<file path="src/rtl/mau_pkg.sv">
package mau_pkg;

  typedef enum logic [1:0] {
    SZ_BYTE = 2'd0,
    SZ_HALF = 2'd1,
    SZ_WORD = 2'd2
  } accSize_e;

  // Strobes from control to datapath
  typedef struct packed {
    logic     rdEn;
    logic     wrEn;
    accSize_e size;
    logic     sgnExt;
  } mauStrobe_t;

  localparam logic [3:0] OP_IDLE = 4'd0;
  localparam logic [3:0] OP_LW   = 4'd1;
  localparam logic [3:0] OP_LH   = 4'd2;
  localparam logic [3:0] OP_LHU  = 4'd3;
  localparam logic [3:0] OP_LB   = 4'd4;
  localparam logic [3:0] OP_LBU  = 4'd5;
  localparam logic [3:0] OP_SW   = 4'd9;
  localparam logic [3:0] OP_SH   = 4'd10;
  localparam logic [3:0] OP_SB   = 4'd12;

endpackage

</file>
<file path="src/rtl/mau_ctrl.sv">
module mau_ctrl
  import mau_pkg::*;
#(
  parameter int LANE_BITS = 2
) (
  input  logic                 clk,
  input  logic                 rstN,
  input  logic                 opValid,
  input  logic [3:0]           opKind,
  input  logic [LANE_BITS-1:0] addrLow,
  output mauStrobe_t           reqStb,
  output mauStrobe_t           rspStb,
  output logic [LANE_BITS-1:0] rspLane,
  output logic                 loadValid,
  output logic                 alignFault
);

  logic     isLoad, isStore, sgn;
  accSize_e size;

  always_comb begin
    isLoad  = 1'b0;
    isStore = 1'b0;
    sgn     = 1'b0;
    size    = SZ_WORD;
    unique case (opKind)
      OP_LW:   begin isLoad = 1'b1;  size = SZ_WORD; end
      OP_LH:   begin isLoad = 1'b1;  size = SZ_HALF; sgn = 1'b1; end
      OP_LHU:  begin isLoad = 1'b1;  size = SZ_HALF; end
      OP_LB:   begin isLoad = 1'b1;  size = SZ_BYTE; sgn = 1'b1; end
      OP_LBU:  begin isLoad = 1'b1;  size = SZ_BYTE; end
      OP_SW:   begin isStore = 1'b1; size = SZ_WORD; end
      OP_SH:   begin isStore = 1'b1; size = SZ_HALF; end
      OP_SB:   begin isStore = 1'b1; size = SZ_BYTE; end
      default: ;
    endcase
  end

  logic misaligned;
  always_comb begin
    unique case (size)
      SZ_WORD: misaligned = (addrLow != '0);
      SZ_HALF: misaligned = addrLow[0];
      default: misaligned = 1'b0;
    endcase
  end

  assign alignFault = opValid && (isLoad || isStore) && misaligned;

  always_comb begin
    reqStb.rdEn   = opValid && isLoad  && !misaligned;
    reqStb.wrEn   = opValid && isStore && !misaligned;
    reqStb.size   = size;
    reqStb.sgnExt = sgn;
  end

  always_ff @(posedge clk) begin
    if (!rstN) begin
      loadValid <= 1'b0;
      rspStb    <= '0;
      rspLane   <= '0;
    end else begin
      loadValid <= reqStb.rdEn;
      if (reqStb.rdEn) begin
        rspStb  <= reqStb;
        rspLane <= addrLow;
      end
    end
  end

endmodule

</file>
<file path="src/rtl/mau_datapath.sv">
module mau_datapath
  import mau_pkg::*;
#(
  parameter int DATA_W    = 32,
  parameter int OFFS_W    = 16,
  parameter int LANES     = DATA_W / 8,
  parameter int LANE_BITS = $clog2(LANES)
) (
  input  logic [DATA_W-1:0]    baseVal,
  input  logic [OFFS_W-1:0]    offsetImm,
  input  logic [DATA_W-1:0]    storeData,
  input  logic [DATA_W-1:0]    memRdata,
  input  mauStrobe_t           reqStb,
  input  mauStrobe_t           rspStb,
  input  logic [LANE_BITS-1:0] rspLane,
  input  logic                 loadValid,
  output logic [DATA_W-1:0]    effAddr,
  output logic [LANE_BITS-1:0] addrLow,
  output logic [LANES-1:0]     byteEn,
  output logic [DATA_W-1:0]    wrData,
  output logic [DATA_W-1:0]    loadResult
);

  localparam int SHIFT_W = LANE_BITS + 3;

  assign effAddr = baseVal + {{(DATA_W-OFFS_W){offsetImm[OFFS_W-1]}}, offsetImm};
  assign addrLow = effAddr[LANE_BITS-1:0];

  // Per-lane write enables
  for (genvar i = 0; i < LANES; i++) begin : g_lane
    logic hit;
    always_comb begin
      unique case (reqStb.size)
        SZ_BYTE: hit = (addrLow == LANE_BITS'(i));
        SZ_HALF: hit = ((addrLow >> 1) == LANE_BITS'(i >> 1));
        default: hit = 1'b1;
      endcase
    end
    assign byteEn[i] = reqStb.wrEn && hit;
  end

  always_comb begin
    unique case (reqStb.size)
      SZ_BYTE: wrData = {LANES{storeData[7:0]}};
      SZ_HALF: wrData = {(LANES/2){storeData[15:0]}};
      default: wrData = storeData;
    endcase
  end

  logic [DATA_W-1:0] shifted;
  assign shifted = memRdata >> {rspLane, 3'b000};

  always_comb begin
    unique case (rspStb.size)
      SZ_BYTE: loadResult = {{(DATA_W-8){rspStb.sgnExt && shifted[7]}}, shifted[7:0]};
      SZ_HALF: loadResult = {{(DATA_W-16){rspStb.sgnExt && shifted[15]}}, shifted[15:0]};
      default: loadResult = memRdata;
    endcase
    if (!loadValid) loadResult = '0;
  end

  logic [SHIFT_W-1:0] unusedShift;
  assign unusedShift = '0;

endmodule

</file>
<file path="src/rtl/mem_access_unit.sv">
module mem_access_unit
  import mau_pkg::*;
#(
  parameter int DATA_W = 32,
  parameter int OFFS_W = 16,
  localparam int LANES = DATA_W / 8
) (
  input  logic              clk,
  input  logic              rstN,
  input  logic              opValid,
  input  logic [3:0]        opKind,
  input  logic [DATA_W-1:0] baseVal,
  input  logic [OFFS_W-1:0] offsetImm,
  input  logic [DATA_W-1:0] storeData,
  output logic [DATA_W-1:0] memAddr,
  output logic              memRe,
  output logic              memWe,
  output logic [LANES-1:0]  memByteEn,
  output logic [DATA_W-1:0] memWdata,
  input  logic [DATA_W-1:0] memRdata,
  output logic [DATA_W-1:0] loadResult,
  output logic              loadValid,
  output logic              alignFault
);

  localparam int LANE_BITS = $clog2(LANES);

  mauStrobe_t           reqStb, rspStb;
  logic [LANE_BITS-1:0] addrLow, rspLane;

  mau_ctrl #(.LANE_BITS(LANE_BITS)) ctrl_i (
    .clk(clk), .rstN(rstN), .opValid(opValid), .opKind(opKind),
    .addrLow(addrLow), .reqStb(reqStb), .rspStb(rspStb),
    .rspLane(rspLane), .loadValid(loadValid), .alignFault(alignFault)
  );

  mau_datapath #(.DATA_W(DATA_W), .OFFS_W(OFFS_W), .LANES(LANES),
                 .LANE_BITS(LANE_BITS)) dp_i (
    .baseVal(baseVal), .offsetImm(offsetImm), .storeData(storeData),
    .memRdata(memRdata), .reqStb(reqStb), .rspStb(rspStb),
    .rspLane(rspLane), .loadValid(loadValid), .effAddr(memAddr),
    .addrLow(addrLow), .byteEn(memByteEn), .wrData(memWdata),
    .loadResult(loadResult)
  );

  assign memRe = reqStb.rdEn;
  assign memWe = reqStb.wrEn;

endmodule

</file>
<file path="config.mk">
export PLATFORM = sky130hd
export DESIGN_NAME = mem_access_unit
export DESIGN_NICKNAME = d
export VERILOG_FILES = /design/src/rtl/mau_pkg.sv /design/src/rtl/mau_ctrl.sv /design/src/rtl/mau_datapath.sv /design/src/rtl/mem_access_unit.sv
export SDC_FILE = /design/constraint.sdc
export NUM_CORES = 1
export LEC_CHECK = 0
export BUFFER_PORTS_ARGS = -buffer_cell sky130_fd_sc_hd__buf_2
export CAP_MARGIN = 20
export CORE_ASPECT_RATIO = 0.7
export CORE_UTILIZATION = 38
export CTS_BUF_LIST = sky130_fd_sc_hd__clkbuf_8 sky130_fd_sc_hd__clkbuf_16
export CTS_CLUSTER_SIZE = 16
export DETAILED_ROUTE_END_ITERATION = 8
export PLACE_DENSITY = 0.74
export SYNTH_ARGS = -nofsm -noshare
export SYNTH_HDL_FRONTEND = slang
export SYNTH_SLANG_ARGS = --single-unit
</file>
<file path="constraint.sdc">
create_clock -name clk -period 8.85 [get_ports clk]
set_clock_uncertainty 0.05 [all_clocks]
set_input_delay 2.655 -clock clk [delete_from_list [all_inputs] [get_ports clk]]
set_output_delay 2.655 -clock clk [all_outputs]
set_load 0.01 [all_outputs]
</file>
==> results.toml <==
[run_status]
status = "complete, no violations"

[synth]
synth_edf_count = 0
netlist.area_leader.share_pct = 11.7
syn_avg_cell_area_um2 = 6.72
netlist_top_cells_area = "ha_1 (12%), a21oi_1 (9.7%), nand2_1 (5.9%)"
synthArstFlopShare_pct = 0
yosysTopAreaCell = "ha_1"
synth.most_common_cell = "a21oi_1"
synth_seq_area_share_pct = 3.63
ys_warn_count = 0
synth_area_um2 = 3310
ys.flop_type = "dfxtp_1"
ys_top_cells_by_count = "a21oi_1 (64), nand2_1 (52), nor2_1 (40)"
ys_types = 61
netlist_instances = 493
synth_nets = 644
ys_ff_latch = 6

[route]
vias_per_cell = 5.69
drc = 0
post_drt_wl_per_cell_um = 15.7
first_iter_violations = 486
drt_wl_total_um = 12700
first_pass_iters = 6
drtAntennaViolNets = 0
dr_total_vias = 4596

[grt]
antenna_found_initial = 0
grt_pass1_wl_um = 19800
globalRouteOverflowTotal = 0
first_global_vias = 4124
grt_max_degree = 38
groute.usage.overall_pct = 26.6

[critical_path]
reg2reg_from = "ctrl_i.rspLane[1]$_SDFFE_PN0P_"
worst-path-max-fanout = 6
ff2ff_setup_slack_ns = 7.67
crit_start = "baseVal[0]"
slowest_delay_ns = 0.52
critPathLaunchType = "primary input"
cp.required_ns = 6.15
crit_path_end = "memAddr[26]"
r2r-end = "ctrl_i.rspLane[1]$_SDFFE_PN0P_"
crit_chain = "buf_2 > ha_1 > inv_1 > fa_1 > nor2b_1 > o31a_1 > a21oi_1 > a21oi_1 > a21boi_1 > o211a_1 > buf_2"
critical_path.endpoint_type = "output port"
reg2reg_depth = 2
worstPathArrival_ns = 5.10
cp_slowest_cell = "a21oi_1"
critical_path_class = "primary input to output port"

[sta]
finalSetupViolCount = 0
period_needed_ns = 7.80
tightest_slew_ns = 0.913
min_period_over_period_pct = 88.2
worst_slack_ns = 1.05
rsz0062_at_grt = "false"
slew_violations = 0
fin_tns_setup_ns = 0
hold_viol_final = 0
max_slew_margin_pct = 39.1
max_freq_mhz = 128

[cells_and_area]
fin_cells = 808
fin_nets = 841
antenna_cells = 0
area_growth_pct = 36.7
drive_gt1_share_pct = 37.4
n_fill_cell = 819

[cts]
cts.sinks = 6
cts_setup_buffers = 0
htree_levels = 1
clock_latency_ns = 0.22
cts_root_buffer = "clkbuf_16"
cts_hold_buf = 0
cts.path.max_buffers = 2
cts-buffers-inserted = 3
cts_tree = "yes"
post_cts_resized = 0
path_clk_slew_ns = 0.03

[place]
dp_hpwl_um = 10400
dp_slack_ns = 1.13
gp_congestion = 0.959
io_buffers = 222
place_inst = 804

[power_and_ir_drop]
power_switching_uw = 190
ir_drop_mv = 0.0546
swShare_pct = 46.7
power.internal_uw = 216
p_comb_share_pct = 74.6
p_leak_nw = 2.38
power_frac_seq_pct = 7.6
p_per_area_nw_per_um2 = 89.7
clkPwrFrac_pct = 17.7

[floorplan]
io_pins = 223
die_h_um = 80.1
dieArea_um2 = 9100
num_rows = 28
start_util_pct = 39.2
core_region_area_um2 = 8440
die_w_um = 114

[hold_path]
hold_path_class = "flop to flop"

[flow_run]
drv_cap = 0
==> through the flow <==
step / power (mW) / instance area (um^2) / utilization (%) / hold WS [ns]
after floorplan: 0.218 / 3310 / - / 0.395
after global placement: 0.322 / 4430 / 52.4 / 0.427
after detailed placement: 0.327 / 4430 / 52.4 / 0.428
after CTS: 0.402 / 4500 / 53.3 / 0.431
after global routing: 0.436 / 4530 / 53.6 / 0.473
final: 0.406 / 4530 / 53.6 / 0.432
==> logic make-up after synthesis <==
family          share of synthesized area, %
flops                                   3.63
fa+ha+maj                               12.3
xor+xnor                                6.61
simple gates                            19.3
mux                                     9.97
compound gates                          39.9
buf+inv                                 8.35
==> cells in the final DEF, fill, tap and decap left out, drive strengths merged, types with 16 or more instances in the layout <==
cell and n:
o21ai 26, buf 225, a21oi 65, ha 31
inv 30, mux2 16, a21o 16, nor2 40
xnor2 18, nand2 52
==> registers in the layout, indices dropped and copies added, names as in the netlist <==
name              flops
ctrl_i.loadValid      1
ctrl_i.rspStb         3
ctrl_i.rspLane        2
==> power groups by stage <==
stage               clock (mW)  sequential (mW)  combinational, mW
global route            0.0746           0.0312              0.331
global placement             0           0.0325              0.289
CTS                     0.0732           0.0323              0.296
detailed placement           0           0.0326              0.294
finish                  0.0721           0.0309              0.303
floorplan                    0           0.0289              0.189
==> metal layers <==
metal / global-route usage, % / vias up / routed length, um
met2: 44.8 / 253 / 5770
met4: 7.24 / 0 / 247
met3: 3.47 / 27 / 1100
met1: 35.7 / 2099 / 5590
li1: - / 2217 / -
met5: 0 / - / 0
==> worst min path at each step <==
| stage | depth (start not counted) | slack [ns] | end | from |
|---|---|---|---|---|
| after CTS | 2 | 0.43 | ctrl_i.rspStb[0]$_SDFFE_PN0P_ | ctrl_i.rspStb[0]$_SDFFE_PN0P_ |
| after detailed placement | 2 | 0.43 | ctrl_i.rspStb[0]$_SDFFE_PN0P_ | ctrl_i.rspStb[0]$_SDFFE_PN0P_ |
| after global routing | 2 | 0.47 | ctrl_i.rspStb[0]$_SDFFE_PN0P_ | ctrl_i.rspStb[0]$_SDFFE_PN0P_ |
| after floorplan | 2 | 0.40 | ctrl_i.rspStb[0]$_SDFFE_PN0P_ | ctrl_i.rspStb[0]$_SDFFE_PN0P_ |
| after global placement | 2 | 0.43 | ctrl_i.rspStb[0]$_SDFFE_PN0P_ | ctrl_i.rspStb[0]$_SDFFE_PN0P_ |
| final | 2 | 0.43 | ctrl_i.rspStb[0]$_SDFFE_PN0P_ | ctrl_i.rspStb[0]$_SDFFE_PN0P_ |
==> final cells by class <==
type                       count  area, um^2  share of cell area, %
tap                          120         150                   3.32
inverter                      30         113                   2.49
sequential                     6         120                   2.65
multi-input combinational    424        2920                   64.4
timing repair buffer         225        1150                   25.5
clock buffer                   3        75.1                   1.66
==> worst max-delay path: cells and delay by family <==
| family | cells | cell delay, ns |
|---|---|---|
| buffers and inverters | 3 | 0.28 |
| AO/OA/AOI/OAI | 5 | 1.36 |
| AND/OR/NAND/NOR | 1 | 0.17 |
| adder cells (fa/ha/maj) | 2 | 0.61 |
Note: power is estimated with default switching activity, not from simulation.
